### src/rtl/dma_csr_pkg.sv
package dma_csr_pkg;
  // Word addresses; the engines and software agree on this map.
  localparam int unsigned ADR_BUSMODE = 0;
  localparam int unsigned ADR_TXPOLL  = 1;
  localparam int unsigned ADR_RXBASE  = 2;
  localparam int unsigned ADR_TXBASE  = 3;
  localparam int unsigned ADR_STATUS  = 4;
  localparam int unsigned ADR_CTRL    = 5;
  localparam int unsigned ADR_IEN     = 6;
  localparam int unsigned ADR_VERSION = 7;
  localparam int unsigned ADR_TXCUR   = 8;
  localparam int unsigned ADR_RXCUR   = 9;

  // Control bit positions
  localparam int unsigned CTRL_RX_EN_BIT = 1;
  localparam int unsigned CTRL_TX_EN_BIT = 13;

  // Status bit positions used by the engines
  localparam int unsigned ST_TX_DONE  = 0;
  localparam int unsigned ST_TX_EMPTY = 2;
  localparam int unsigned ST_RX_DONE  = 6;
  localparam int unsigned ST_RX_EMPTY = 7;
  localparam int unsigned ST_ABN_SUM  = 15;
  localparam int unsigned ST_NRM_SUM  = 16;

  typedef struct packed {
    logic busmode;
    logic txpoll;
    logic rxbase;
    logic txbase;
    logic status;
    logic ctrl;
    logic ien;
  } csr_wsel_t;
endpackage

### src/rtl/dma_csr_decode.sv
module dma_csr_decode
  import dma_csr_pkg::*;
#(
  parameter int unsigned ADDR_W = 4
) (
  input  logic              bus_en,
  input  logic              bus_we,
  input  logic [ADDR_W-1:0] bus_addr,
  output csr_wsel_t         wsel
);
  logic wr;
  assign wr = bus_en && bus_we;

  always_comb begin
    wsel         = '0;
    wsel.busmode = wr && (bus_addr == ADDR_W'(ADR_BUSMODE));
    wsel.txpoll  = wr && (bus_addr == ADDR_W'(ADR_TXPOLL));
    wsel.rxbase  = wr && (bus_addr == ADDR_W'(ADR_RXBASE));
    wsel.txbase  = wr && (bus_addr == ADDR_W'(ADR_TXBASE));
    wsel.status  = wr && (bus_addr == ADDR_W'(ADR_STATUS));
    wsel.ctrl    = wr && (bus_addr == ADDR_W'(ADR_CTRL));
    wsel.ien     = wr && (bus_addr == ADDR_W'(ADR_IEN));
  end
endmodule

### src/rtl/dma_csr_status.sv
module dma_csr_status #(
  parameter int unsigned DATA_W = 32
) (
  input  logic              clk,
  input  logic              rst_n,
  input  logic              clr_wr,
  input  logic [DATA_W-1:0] clr_mask,
  input  logic [DATA_W-1:0] set_i,
  input  logic [DATA_W-1:0] ien,
  output logic [DATA_W-1:0] status_q,
  output logic              irq
);
  logic [DATA_W-1:0] clr_eff;
  assign clr_eff = clr_wr ? clr_mask : '0;

  // Set pulses take priority over a software clear in the same cycle.
  always_ff @(posedge clk) begin
    if (!rst_n) status_q <= '0;
    else        status_q <= (status_q & ~clr_eff) | set_i;
  end

  assign irq = |(status_q & ien);

  p_set_wins_r3: assert property (@(posedge clk) disable iff (!rst_n)
    (set_i != '0) |=> ((status_q & $past(set_i)) == $past(set_i)));

  p_w1c_clears_r2: assert property (@(posedge clk) disable iff (!rst_n)
    (clr_wr && set_i == '0) |=> ((status_q & $past(clr_mask)) == '0));

  p_w1c_keeps_r2: assert property (@(posedge clk) disable iff (!rst_n)
    (clr_wr && set_i == '0) |=> ((status_q & ~$past(clr_mask)) == ($past(status_q) & ~$past(clr_mask))));
endmodule

### src/rtl/dma_csr_ptr.sv
module dma_csr_ptr #(
  parameter int unsigned DATA_W = 32
) (
  input  logic              clk,
  input  logic              rst_n,
  input  logic              base_wr,
  input  logic [DATA_W-1:0] base_val,
  input  logic              eng_load,
  input  logic [DATA_W-1:0] eng_val,
  output logic [DATA_W-1:0] base_q,
  output logic [DATA_W-1:0] cur_q
);
  always_ff @(posedge clk) begin
    if (!rst_n) begin
      base_q <= '0;
      cur_q  <= '0;
    end else begin
      if (base_wr) base_q <= base_val;
      if (base_wr)       cur_q <= base_val;
      else if (eng_load) cur_q <= eng_val;
    end
  end

  p_base_reload_r5: assert property (@(posedge clk) disable iff (!rst_n)
    base_wr |=> (cur_q == $past(base_val) && base_q == $past(base_val)));

  p_eng_load_r5: assert property (@(posedge clk) disable iff (!rst_n)
    (!base_wr && eng_load) |=> (cur_q == $past(eng_val) && $stable(base_q)));
endmodule

### src/rtl/dma_csr_block.sv
module dma_csr_block
  import dma_csr_pkg::*;
#(
  parameter int unsigned       ADDR_W  = 4,
  parameter int unsigned       DATA_W  = 32,
  parameter logic [DATA_W-1:0] VERSION = 32'h0000_1012
) (
  input  logic              clk,
  input  logic              rst_n,
  input  logic              bus_en,
  input  logic              bus_we,
  input  logic [ADDR_W-1:0] bus_addr,
  input  logic [DATA_W-1:0] bus_wdata,
  output logic              bus_rvalid,
  output logic [DATA_W-1:0] bus_rdata,
  input  logic [DATA_W-1:0] stat_set,
  input  logic              tx_cur_load,
  input  logic [DATA_W-1:0] tx_cur_value,
  input  logic              rx_cur_load,
  input  logic [DATA_W-1:0] rx_cur_value,
  output logic [DATA_W-1:0] tx_cur_ptr,
  output logic [DATA_W-1:0] rx_cur_ptr,
  output logic [DATA_W-1:0] tx_base,
  output logic [DATA_W-1:0] rx_base,
  output logic [DATA_W-1:0] bus_mode,
  output logic              tx_enable,
  output logic              rx_enable,
  output logic              tx_poll,
  output logic              irq
);
  localparam int unsigned NCH = 2;  // channel 0 = transmit, 1 = receive

  csr_wsel_t         wsel;
  logic [DATA_W-1:0] busmode_q, ctrl_q, ien_q, status_q;
  logic              poll_q;
  logic              rd_req;
  logic [DATA_W-1:0] rd_mux;

  logic [NCH-1:0]             ch_base_wr, ch_load;
  logic [NCH-1:0][DATA_W-1:0] ch_load_val, ch_base, ch_cur;

  dma_csr_decode #(.ADDR_W(ADDR_W)) u_dec (
    .bus_en  (bus_en),
    .bus_we  (bus_we),
    .bus_addr(bus_addr),
    .wsel    (wsel)
  );

  dma_csr_status #(.DATA_W(DATA_W)) u_stat (
    .clk     (clk),
    .rst_n   (rst_n),
    .clr_wr  (wsel.status),
    .clr_mask(bus_wdata),
    .set_i   (stat_set),
    .ien     (ien_q),
    .status_q(status_q),
    .irq     (irq)
  );

  assign ch_base_wr  = {wsel.rxbase, wsel.txbase};
  assign ch_load     = {rx_cur_load, tx_cur_load};
  assign ch_load_val = {rx_cur_value, tx_cur_value};

  for (genvar g = 0; g < NCH; g++) begin : g_ch
    dma_csr_ptr #(.DATA_W(DATA_W)) u_ptr (
      .clk     (clk),
      .rst_n   (rst_n),
      .base_wr (ch_base_wr[g]),
      .base_val(bus_wdata),
      .eng_load(ch_load[g]),
      .eng_val (ch_load_val[g]),
      .base_q  (ch_base[g]),
      .cur_q   (ch_cur[g])
    );
  end

  assign tx_base    = ch_base[0];
  assign rx_base    = ch_base[1];
  assign tx_cur_ptr = ch_cur[0];
  assign rx_cur_ptr = ch_cur[1];

  // Plain configuration registers and the poll strobe
  always_ff @(posedge clk) begin
    if (!rst_n) begin
      busmode_q <= '0;
      ctrl_q    <= '0;
      ien_q     <= '0;
      poll_q    <= 1'b0;
    end else begin
      if (wsel.busmode) busmode_q <= {bus_wdata[DATA_W-1:1], 1'b0};
      if (wsel.ctrl)    ctrl_q    <= bus_wdata;
      if (wsel.ien)     ien_q     <= bus_wdata;
      poll_q <= wsel.txpoll;
    end
  end

  assign bus_mode  = busmode_q;
  assign tx_enable = ctrl_q[CTRL_TX_EN_BIT];
  assign rx_enable = ctrl_q[CTRL_RX_EN_BIT];
  assign tx_poll   = poll_q;

  // Read path: one registered stage
  assign rd_req = bus_en && !bus_we;

  always_comb begin
    rd_mux = '0;
    if      (bus_addr == ADDR_W'(ADR_BUSMODE)) rd_mux = busmode_q;
    else if (bus_addr == ADDR_W'(ADR_RXBASE))  rd_mux = ch_base[1];
    else if (bus_addr == ADDR_W'(ADR_TXBASE))  rd_mux = ch_base[0];
    else if (bus_addr == ADDR_W'(ADR_STATUS))  rd_mux = status_q;
    else if (bus_addr == ADDR_W'(ADR_CTRL))    rd_mux = ctrl_q;
    else if (bus_addr == ADDR_W'(ADR_IEN))     rd_mux = ien_q;
    else if (bus_addr == ADDR_W'(ADR_VERSION)) rd_mux = VERSION;
    else if (bus_addr == ADDR_W'(ADR_TXCUR))   rd_mux = ch_cur[0];
    else if (bus_addr == ADDR_W'(ADR_RXCUR))   rd_mux = ch_cur[1];
  end

  always_ff @(posedge clk) begin
    if (!rst_n) begin
      bus_rvalid <= 1'b0;
      bus_rdata  <= '0;
    end else begin
      bus_rvalid <= rd_req;
      bus_rdata  <= rd_req ? rd_mux : '0;
    end
  end

  p_poll_origin_r7: assert property (@(posedge clk) disable iff (!rst_n)
    tx_poll |-> $past(bus_en && bus_we && bus_addr == ADDR_W'(ADR_TXPOLL)));

  p_version_const_r8: assert property (@(posedge clk) disable iff (!rst_n)
    (bus_en && !bus_we && bus_addr == ADDR_W'(ADR_VERSION)) |=> (bus_rvalid && bus_rdata == VERSION));

  p_busmode_bit0_r6: assert property (@(posedge clk) disable iff (!rst_n)
    (bus_en && bus_we && bus_addr == ADDR_W'(ADR_BUSMODE)) |=> (bus_mode[0] == 1'b0));

  p_irq_needs_enable_r4: assert property (@(posedge clk) disable iff (!rst_n)
    irq |-> (ien_q != '0 && status_q != '0));

  p_rvalid_follows_read_r10: assert property (@(posedge clk) disable iff (!rst_n)
    bus_rvalid |-> $past(bus_en && !bus_we));
endmodule

### config.mk
export PLATFORM = sky130hd
export DESIGN_NAME = dma_csr_block
export DESIGN_NICKNAME = d
export VERILOG_FILES = /design/src/rtl/dma_csr_pkg.sv /design/src/rtl/dma_csr_decode.sv /design/src/rtl/dma_csr_status.sv /design/src/rtl/dma_csr_ptr.sv /design/src/rtl/dma_csr_block.sv
export SDC_FILE = /design/constraint.sdc
export NUM_CORES = 1
export LEC_CHECK = 0
export ABC_AREA = 0
export CAP_MARGIN = 0
export CORE_AREA = 2 2 219 221
export DETAILED_ROUTE_END_ITERATION = 6
export DIE_AREA = 0 0 221 223
export DONT_BUFFER_PORTS = 1
export PLACE_DENSITY = 0.55
export SYNTH_ARGS = -nofsm -noshare
export SYNTH_HDL_FRONTEND = slang
export SYNTH_SLANG_ARGS = --single-unit
### constraint.sdc
create_clock -name clk -period 1.5 [get_ports clk]
set_input_delay 0.15 -clock clk [delete_from_list [all_inputs] [get_ports clk]]
set_output_delay 0.15 -clock clk [all_outputs]
set_load 0.005 [all_outputs]
==> impl_metrics.ini <==
[grt]
antenna_found_initial = 2
grt.total_usage_pct = 25.0
grt_max_degree = 162
grt_first_pass_wirelength_um = 91600
grt_pass1_vias = 13477
overflow = 0

[power]
p_int_w = 0.0143
power.density_nw_per_um2 = 996
combPwrFrac_pct = 9.8
p_sw_w = 0.00465
netSwitchingFraction_pct = 24.6
vdd_drop_max_uv = 789
clockPowerShare_pct = 47.1
seqPwrFrac_pct = 43.2
leakage_nw = 7.26

[clock_tree]
cts_tree = yes
clk_latency_ns = 0.55
root_buffer = clkbuf_16
cts_max_path_buffers = 3
htreeDepth = 2
cts.sinks = 289
path_clk_slew_ns = 0.06
cts_buffers = 36

[detailed_routing]
drt_iter0_drc = 1211
routedWlPerCell_um = 25.8
postRouteAntennaNets = 0
dr.pass1.iters = 7
wl_um = 64300
via_per_inst = 5.38
drc_errors = 0
vias = 13419

[timing]
rsz0062_at_grt = yes
finalMaxSlewViolations = 0
maxSlewHeadroom_pct = 21.7
worst_slew_pin_slew_ns = 1.17
period_share_pct = 132
worst_slack_ns = -0.478
report.final.setup_viol = 1
timing.hold.ws_ns = -0.00285
period_minus_slack_ns = 1.98
fmax_ghz = 0.506
report.final.hold_viol_count = 1
fin_skew_ns = 0.0130

[synth]
avgSynthCellArea_um2 = 8.74
synth_seq_area_share_pct = 43.0
synth_fp_nets = 1678
netlist_area_um2 = 13500
async_flop_share_pct = 0
synth_edf_count = 0
synth_cell_type_count = 61
synthCells = 1540
synth_flop_cell = dfxtp_1
ys_seq_elements = 289
yosys_warnings = 0

[setup_path]
r2r_cells = 4
path_class = flip-flop to output port
cp-end-kind = output port
start_kind = flip-flop
arrival_ns = 1.83
cp_max_fo = 3
reg2reg_setup_slack_ns = 0.02
crit_required_ns = 1.35

[layout]
fillers = 4632
layout.nets = 1989
area_delta_synth_final_pct = 41.3
fin_cells = 2494
finish.utilization_pct = 40.3
layout-drive-gt1-share_pct = 16.5
seq_area_um2 = 5810
multi_input_comb_area_um2 = 7130

[die]
start_util_pct = 28.5
core_um2 = 47100
die_y_um = 223
die_w_um = 221
die_area_um2 = 49300
io_pins = 335
rows = 80

[placement]
portBuffers = 0
pre_cts_slack_ns = -0.175
gp_congestion = 0.867
place_hpwl_um = 40200
dp_cells = 2115

[flow_run]
cap_violations = 0

[hold_path]
hp-class = input port to flip-flop
whs_path_depth = 3

[run_status]
violations = hold timing, setup timing
status = finished, violations left
[area by class of cell]
| cell class | count | area share [%] |
|---|---|---|
| antenna | 4 | 0.0527 |
| timing repair buffer | 404 | 21.4 |
| inverter | 10 | 0.197 |
| sequential | 289 | 30.6 |
| clock inverter | 11 | 0.764 |
| clock buffer | 51 | 5.46 |
| multi-input combinational | 1110 | 37.5 |
| tap | 615 | 4.05 |
[stage by stage]
stage,power [W],area (µm²),hold WS (ns),setup TNS (ns)
3_5_place_dp,0.00944,14500,0.271,-8.41
4_1_cts,0.0190,18800,0.00104,-15.15
6_report,0.0189,19000,-0.00285,-0.478
3_3_place_gp,0.00942,14500,0.268,-8.47
2_1_floorplan,0.00918,13500,0.274,-3.91
5_1_grt,0.0196,19000,0.0302,-0.719
[flip-flops by register name, summed over array words and instances (netlist names)]
register           cells
tx_poll                1
ctrl_q                32
bus_rdata             32
bus_mode              31
g_ch.u_ptr.base_q     64
ien_q                 32
g_ch.u_ptr.cur_q      64
u_stat.status_q       32
bus_rvalid             1
[Yosys cell counts (2+ instances only)]
library cell  instances  area [µm²]
nand2_1             409        1540
dfxtp_1             289        5790
a21boi_0            173        1300
mux2_2               90        1010
a21boi_1             85         638
clkbuf_1             67         251
a21oi_1              41         205
a22oi_1              39         293
buf_2                39         195
o21ai_0              34         170
o21a_1               32         240
o221ai_1             17         149
nand2b_1             16         100
nand3_1              15        75.1
o22ai_1              13        81.3
a221o_1              12         120
mux2i_1              12         120
a31oi_1              11        68.8
and3b_1              10        87.6
inv_1                10        37.5
nor2_1               10        37.5
buf_1                 9        33.8
buf_6                 9         101
and2_1                8        50.1
nor2b_1               8        50.1
or2_2                 8        50.1
buf_4                 7        52.6
a22o_1                6        52.6
nand4_1               5        31.3
a221oi_1              4        35.0
a32oi_1               4        35.0
nand3b_1              4        30.0
nand4b_1              4        35.0
nand4bb_1             4        45.0
a211oi_1              3        22.5
o31a_1                3        26.3
o32ai_1               3        26.3
or3b_2                3        26.3
nor3b_1               2        15.0
[metal layers]
metal	vias up	wire length, µm	track usage, %
met5	-	8	0
met4	2	2940	11.6
met3	150	5350	6.39
met1	6580	27000	31.7
li1	6047	-	-
met2	640	29100	39.6
[cells by family (layout without fill, tap and decap cells)]
group,Yosys count,after routing,share of synthesized area [%]
buffers and inverters,141,476,4.99
muxes,102,102,8.43
and+or+nand+nor,522,522,17.5
other,1,5,0.0279
AOI/OAI and AO/OA,485,485,26.1
DFF,289,289,43.0
[critical path, stage by stage, from the launching register on]
cell and delay, ns:
dfxtp_1 0.33, a22oi_1 0.25, nand4_1 0.13, or4_4 0.57
[what timing repair did]
item                       4_1_cts  5_1_grt
gates resized for setup          9       46
hold endpoints to repair       287        1
pin swaps                        4        6
gates cloned                     0        2
setup buffers                    0        7
hold buffers                   304        1
setup endpoints to repair        1      145
[layout by cell type (no fill, tap or decap), types with 32 or more instances in the layout]
cell,count
a21boi_1,95
nand2_1,408
o21a_1,32
mux2_2,90
clkbuf_16,39
buf_4,79
dlygate4sd3_1,298
a21boi_0,163
a21oi_1,41
dfxtp_1,272
o21ai_0,33
[power groups by stage]
stage	Clock (W)	Sequential, W	Combinational [W]
6_report	0.00891	0.00818	0.00185
5_1_grt	0.00940	0.00819	0.00197
4_1_cts	0.00908	0.00816	0.00179
3_5_place_dp	0	0.00833	0.00111
3_3_place_gp	0	0.00833	0.00109
2_1_floorplan	0	0.00819	0.000990
[worst paths after layout]
kind | from | endpoint
worst max-delay path | u_stat.status_q[27]$_SDFF_PN0_ | irq
worst min-delay path | rx_cur_value[22] | g_ch[1].u_ptr.cur_q[22]$_SDFFE_PN0P_
worst max register to register | g_ch[1].u_ptr.cur_q[5]$_SDFFE_PN0P_ | g_ch[1].u_ptr.cur_q[5]$_SDFFE_PN0P_
worst min register to register | g_ch[0].u_ptr.base_q[22]$_SDFFE_PN0P_ | g_ch[0].u_ptr.base_q[22]$_SDFFE_PN0P_
Note: power is estimated with default switching activity, not from simulation.
